<file path="src/rtl/clksel_pkg.sv">
package clksel_pkg;
  localparam int unsigned REG_W     = 8;
  localparam logic [7:0]  RST_VAL   = 8'h80;
  // bits writable in normal mode at any time
  localparam logic [7:0]  FREE_MASK = 8'hCE;
  // bits frozen in normal mode once the watchdog is configured
  localparam logic [7:0]  LOCK_MASK = 8'h31;
  // watchdog clock-source bit cleared on oscillator loss
  localparam int unsigned OSC_BIT   = 0;
endpackage

</file>
<file path="src/rtl/clksel_lock.sv">
module clksel_lock (
  input  logic clk_i,
  input  logic rst_ni,
  input  logic wdog_wr_i,
  input  logic osc_ok_i,
  input  logic osc_bit_i,
  input  logic osc_set_ok_i,
  output logic lock_o,
  output logic rearm_o
);
  logic lock_q, rearm_q;

  always_ff @(posedge clk_i or negedge rst_ni) begin
    if (!rst_ni) begin
      lock_q  <= 1'b0;
      rearm_q <= 1'b0;
    end else begin
      if (wdog_wr_i) lock_q <= 1'b1;
      if (!osc_ok_i && osc_bit_i) rearm_q <= 1'b1;
      else if (osc_set_ok_i)      rearm_q <= 1'b0;
    end
  end

  assign lock_o  = lock_q;
  assign rearm_o = rearm_q;


  rearm_use_chk: assert property (@(posedge clk_i) disable iff (!rst_ni)
    (osc_set_ok_i && osc_ok_i) |=> !rearm_q);

  lock_sticky_chk: assert property (@(posedge clk_i) disable iff (!rst_ni)
    lock_q |=> lock_q);
endmodule

</file>
<file path="src/rtl/clksel_wmask.sv">
module clksel_wmask
  import clksel_pkg::*;
#(
  parameter int unsigned W        = REG_W,
  parameter logic [W-1:0] FREE    = FREE_MASK,
  parameter logic [W-1:0] LOCKED  = LOCK_MASK,
  parameter int unsigned  OBIT    = OSC_BIT
) (
  input  logic         wr_en_i,
  input  logic         prot_i,
  input  logic         special_i,
  input  logic         lock_i,
  input  logic         rearm_i,
  output logic [W-1:0] we_o
);
  localparam logic [W-1:0] OBIT_MASK = W'(1) << OBIT;

  always_comb begin
    we_o = '0;
    if (wr_en_i && !prot_i) begin
      if (special_i) we_o = '1;
      else begin
        we_o = FREE;
        if (!lock_i) we_o = we_o | LOCKED;
        if (rearm_i) we_o = we_o | OBIT_MASK;
      end
    end
  end


  prot_mask_chk: assert final (!(prot_i && (we_o != '0)));
endmodule

</file>
<file path="src/rtl/clksel_bank.sv">
module clksel_bank
  import clksel_pkg::*;
#(
  parameter int unsigned  W    = REG_W,
  parameter logic [W-1:0] RST  = RST_VAL,
  parameter int unsigned  OBIT = OSC_BIT
) (
  input  logic         clk_i,
  input  logic         rst_ni,
  input  logic [W-1:0] we_i,
  input  logic [W-1:0] wdata_i,
  input  logic         osc_ok_i,
  input  logic         prot_i,
  input  logic         wr_en_i,
  input  logic         special_i,
  input  logic         lock_i,
  output logic [W-1:0] q_o
);
  logic [W-1:0] q;

  for (genvar i = 0; i < W; i++) begin : g_bit
    if (i == OBIT) begin : g_osc
      always_ff @(posedge clk_i or negedge rst_ni) begin
        if (!rst_ni)        q[i] <= RST[i];
        else if (!osc_ok_i) q[i] <= 1'b0;
        else if (we_i[i])   q[i] <= wdata_i[i];
      end
    end else begin : g_plain
      always_ff @(posedge clk_i or negedge rst_ni) begin
        if (!rst_ni)      q[i] <= RST[i];
        else if (we_i[i]) q[i] <= wdata_i[i];
      end
    end
  end

  assign q_o = q;


  prot_hold_chk: assert property (@(posedge clk_i) disable iff (!rst_ni)
    prot_i |=> $stable(q[7:1]));

  lock_hold_chk: assert property (@(posedge clk_i) disable iff (!rst_ni)
    (wr_en_i && !special_i && lock_i) |=> $stable(q[5:4]));

  osc_clear_chk: assert property (@(posedge clk_i) disable iff (!rst_ni)
    !osc_ok_i |=> !q[OBIT]);

  osc_keep_hi_chk: assert property (@(posedge clk_i) disable iff (!rst_ni)
    (!osc_ok_i && !wr_en_i) |=> $stable(q[4]));

  special_wr_chk: assert property (@(posedge clk_i) disable iff (!rst_ni)
    (wr_en_i && special_i && !prot_i && osc_ok_i) |=> (q == $past(wdata_i)));
endmodule

</file>
<file path="src/rtl/clksel_ctrl.sv">
module clksel_ctrl
  import clksel_pkg::*;
#(
  parameter int unsigned  W    = REG_W,
  parameter logic [W-1:0] RST  = RST_VAL,
  parameter int unsigned  OBIT = OSC_BIT
) (
  input  logic         clk_i,
  input  logic         rst_ni,
  input  logic         wr_en_i,
  input  logic [W-1:0] wdata_i,
  input  logic         prot_i,
  input  logic         special_i,
  input  logic         wdog_wr_i,
  input  logic         osc_ok_i,
  output logic [W-1:0] reg_o
);
  logic [W-1:0] we;
  logic         lock, rearm, osc_set_ok;

  assign osc_set_ok = we[OBIT] & wdata_i[OBIT] & osc_ok_i;

  clksel_lock u_lock (
    .clk_i        (clk_i),
    .rst_ni       (rst_ni),
    .wdog_wr_i    (wdog_wr_i),
    .osc_ok_i     (osc_ok_i),
    .osc_bit_i    (reg_o[OBIT]),
    .osc_set_ok_i (osc_set_ok),
    .lock_o       (lock),
    .rearm_o      (rearm)
  );

  clksel_wmask #(.W(W), .OBIT(OBIT)) u_wmask (
    .wr_en_i   (wr_en_i),
    .prot_i    (prot_i),
    .special_i (special_i),
    .lock_i    (lock),
    .rearm_i   (rearm),
    .we_o      (we)
  );

  clksel_bank #(.W(W), .RST(RST), .OBIT(OBIT)) u_bank (
    .clk_i     (clk_i),
    .rst_ni    (rst_ni),
    .we_i      (we),
    .wdata_i   (wdata_i),
    .osc_ok_i  (osc_ok_i),
    .prot_i    (prot_i),
    .wr_en_i   (wr_en_i),
    .special_i (special_i),
    .lock_i    (lock),
    .q_o       (reg_o)
  );
endmodule

</file>
<file path="config.mk">
export PLATFORM = sky130hd
export DESIGN_NAME = clksel_ctrl
export DESIGN_NICKNAME = d
export VERILOG_FILES = /design/src/rtl/clksel_pkg.sv /design/src/rtl/clksel_lock.sv /design/src/rtl/clksel_wmask.sv /design/src/rtl/clksel_bank.sv /design/src/rtl/clksel_ctrl.sv
export SDC_FILE = /design/constraint.sdc
export NUM_CORES = 1
export LEC_CHECK = 0
export CAP_MARGIN = 40
export CORE_AREA = 2 2 39 41
export CTS_CLUSTER_DIAMETER = 30
export DETAILED_ROUTE_END_ITERATION = 6
export DIE_AREA = 0 0 41 43
export PLACE_DENSITY = 0.67
export SETUP_SLACK_MARGIN = 0.5
export SLEW_MARGIN = 20
export SYNTH_ARGS = -nofsm -noshare
export SYNTH_HDL_FRONTEND = slang
export SYNTH_SLANG_ARGS = --single-unit
</file>
<file path="constraint.sdc">
create_clock -name clk_i -period 2 [get_ports clk_i]
set_input_delay 0.4 -clock clk_i [delete_from_list [all_inputs] [get_ports clk_i]]
set_output_delay 0.4 -clock clk_i [all_outputs]
set_load 0.05 [all_outputs]
</file>
==> impl_metrics.py <==
metrics = {
    "synthesis": {
        "synth_top_family_by_area": "simple AND/OR/NAND/NOR gates",
        "synth_xor_area_share_pct": 0,
        "synth_top_area_share_pct": 50.1,
        "ys_top_cells_by_area": "dfrtp_1 50%, nand2_1 13%, mux2_4 6.7%",
        "syn_nets": 57,
        "synth-simple-area-share_pct": 22.3,
        "synth_largest_area_cell": "dfrtp_1",
        "ys_seq_area_share_pct": 56.0,
        "synth_compound_area_share_pct": 9.19,
        "muxShareOfSynthArea_pct": 6.69,
        "synth-seq-cells": 10,
        "synth_area_per_cell_um2": 10.7,
        "synthAdderAreaFrac_pct": 0,
        "synth_warnings": 0,
        "netlist_instances": 42,
        "ys_types": 17,
        "synth_area_um2": 449,
    },
    "detailed_routing": {
        "postRouteAntennaNets": 0,
        "drt_iter0_drc": 0,
        "avgRoutedWirePerCell_um": 10.6,
        "vias": 370,
        "totalWireLength_um": 870,
        "drc": 0,
        "drt-pass1-iter-count": 1,
        "vias_per_cell": 4.51,
    },
    "place": {
        "postPlaceCellArea_um2": 668,
        "place.gp.congestion": 0.641,
        "dp_cells": 78,
        "io_buffers": 22,
    },
    "floorplanning": {
        "die_w_um": 41,
        "ios": 23,
        "die_h_um": 43,
        "initial_utilization_pct": 32.5,
        "coreArea_mm2": 0.00138,
        "rows": 14,
        "dieArea_mm2": 0.00176,
    },
    "clocking": {
        "cts.sinks": 10,
        "numCtsBuffers": 3,
        "cts_setup_buffers": 0,
        "cts_hold_buf": 0,
        "cts_root_buffer": "clkbuf_4",
        "clk_pin_slew_worst_paths_ns": 0.07,
        "cts_max_level": 1,
        "cts_tree": "built",
        "clock_path_buffers": 2,
        "clk_latency_ns": 0.26,
    },
    "final_layout": {
        "final_area_um2": 713,
        "layout-drive-gt1-share_pct": 28.8,
        "fin_cells": 82,
        "num-nets-final": 82,
        "n_antenna_cell": 0,
        "final_util_pct": 51.5,
        "layout_common_cells": "16 x nand2_1, 14 x clkdlybuf4s50_1, 9 x dfrtp_1, 7 x clkdlybuf4s15_2, 3 x clkbuf_4",
        "seq_area_um2": 251,
        "area_growth_pct": 58.8,
        "final_common_cell": "nand2_1",
        "fill_cells": 136,
        "multi_input_area_um2": 171,
    },
    "setup_path": {
        "startpoint_type": "register",
        "cp.arrival_ns": 1.01,
        "cp.required_ns": 1.60,
        "crit_buf_inv": 1,
        "cp_max_fo": 3,
        "cp_cell_sequence": "clkdlybuf4s15_2",
        "critPathKind": "reg -> out",
        "crit_family": "buffers and inverters",
        "worst_path_largest_cell_delay_ns": 0.38,
        "endpoint_kind": "output pin",
        "ff2ff_path_depth": 2,
        "cp_slowest_cell": "clkdlybuf4s15_2",
        "cp.depth": 1,
    },
    "sta": {
        "skew_ns": 0.00139,
        "relSlewSlack_pct": 69.7,
        "fmax_mhz": 709,
        "worstMarginPinSlew_ns": 0.453,
        "fin_setup_tns_ns": 0,
        "fin_crit_ns": 1.41,
        "finalHoldViolCount": 0,
        "slew_viol_final": 0,
        "rsz0062_at_grt": "no",
        "hold_ws_ns": 0.452,
        "period_share_pct": 70.5,
        "setup_viol": 0,
    },
    "power": {
        "seq_power_share_pct": 39.6,
        "internal_power_mw": 0.410,
        "p_sw_mw": 0.191,
        "clkPwrFrac_pct": 29.8,
        "irDropWorstVdd_mv": 0.318,
        "p_comb_share_pct": 30.6,
        "power_density_mw_per_mm2": 843,
        "switching_share_pct": 31.7,
        "p_leak_nw": 0.325,
    },
    "global_routing": {
        "antenna_found_initial": 0,
        "grt_pass1_wl_um": 1350,
        "grt_pass1_vias": 328,
        "grt_use_total_pct": 11.6,
        "grt-ovfl-total": 0,
        "grt_max_degree": 11,
    },
    "outcome": {
        "status": "completed",
    },
    "worst_hold_path": {
        "hold_path.class": "in -> async",
    },
    "job": {
        "cap_violations": 0,
    },
}
[power by group through the flow]
| stage | clock [mW] | combinational [mW] | sequential [mW] |
|---|---|---|---|
| 6_report | 0.179 | 0.184 | 0.238 |
| 2_1_floorplan | 0 | 0.0407 | 0.315 |
| 5_1_grt | 0.198 | 0.194 | 0.241 |
| 4_1_cts | 0.184 | 0.186 | 0.238 |
| 3_5_place_dp | 0 | 0.191 | 0.242 |
| 3_3_place_gp | 0 | 0.188 | 0.243 |
[registers in the layout, indices dropped and copies added (netlist names)]
signal	cells
u_lock.lock_o	1
u_lock.rearm_o	1
u_bank.q_o	8
[routing by layer]
metal | share of wire, % | GRT usage (%) | routed length (um) | vias up
li1 | - | - | - | 183
met1 | 49 | 15.3 | 424 | 166
met2 | 40 | 14.7 | 348 | 19
met3 | 10 | 4.71 | 87 | 2
met4 | 1.1 | 8.00 | 10 | 0
met5 | 0 | 0 | 0 | -
[through the flow]
step | power [mW] | setup WS, ns
floorplan | 0.355 | 0.801
global placement | 0.431 | 0.396
detailed placement | 0.433 | 0.371
CTS | 0.608 | 0.583
global route | 0.633 | 0.547
finish | 0.601 | 0.589
[kinds of logic after synthesis]
group | Yosys count
buffers and inverters | 4
muxes | 2
DFF | 10
and+or+nand+nor | 21
AOI/OAI and AO/OA | 5
[synthesized netlist by cell type (all sizes together)]
cell type  count
nor3b          1
dfstp          1
a21oi          2
o211ai         1
nand2         16
inv            2
o31ai          1
mux2           2
and2b          1
nand2b         1
buf            2
nor2           1
dfrtp          9
or2            1
o21ai          1
[area by class of cell]
| class | instances | area share [%] |
|---|---|---|
| sequential | 10 | 35.3 |
| tap | 16 | 2.81 |
| multi-input combinational | 28 | 24.0 |
| inverter | 2 | 1.05 |
| timing repair buffer | 22 | 31.8 |
| clock buffer | 4 | 5.09 |
[path summary, 6_finish.rpt]
check / from / end / slack [ns]
max: u_bank.q_o[0] / reg_o[0] / 0.59
min: rst_ni / u_bank.q_o[0] / 0.45
max reg2reg: u_lock.lock_o / u_bank.q_o[5] / 0.97
min reg2reg: u_bank.q_o[7] / u_bank.q_o[7] / 0.46
max in group asynchronous: rst_ni / u_bank.q_o[7] / 1.21
min in group clk_i: u_bank.q_o[7] / u_bank.q_o[7] / 0.46
[timing repair]
action                                  CTS  global route
hold endpoints to repair                  0             0
endpoints found under the setup margin    7             0
gates resized for setup                  21             0
Power figures use the tool's default switching activity.
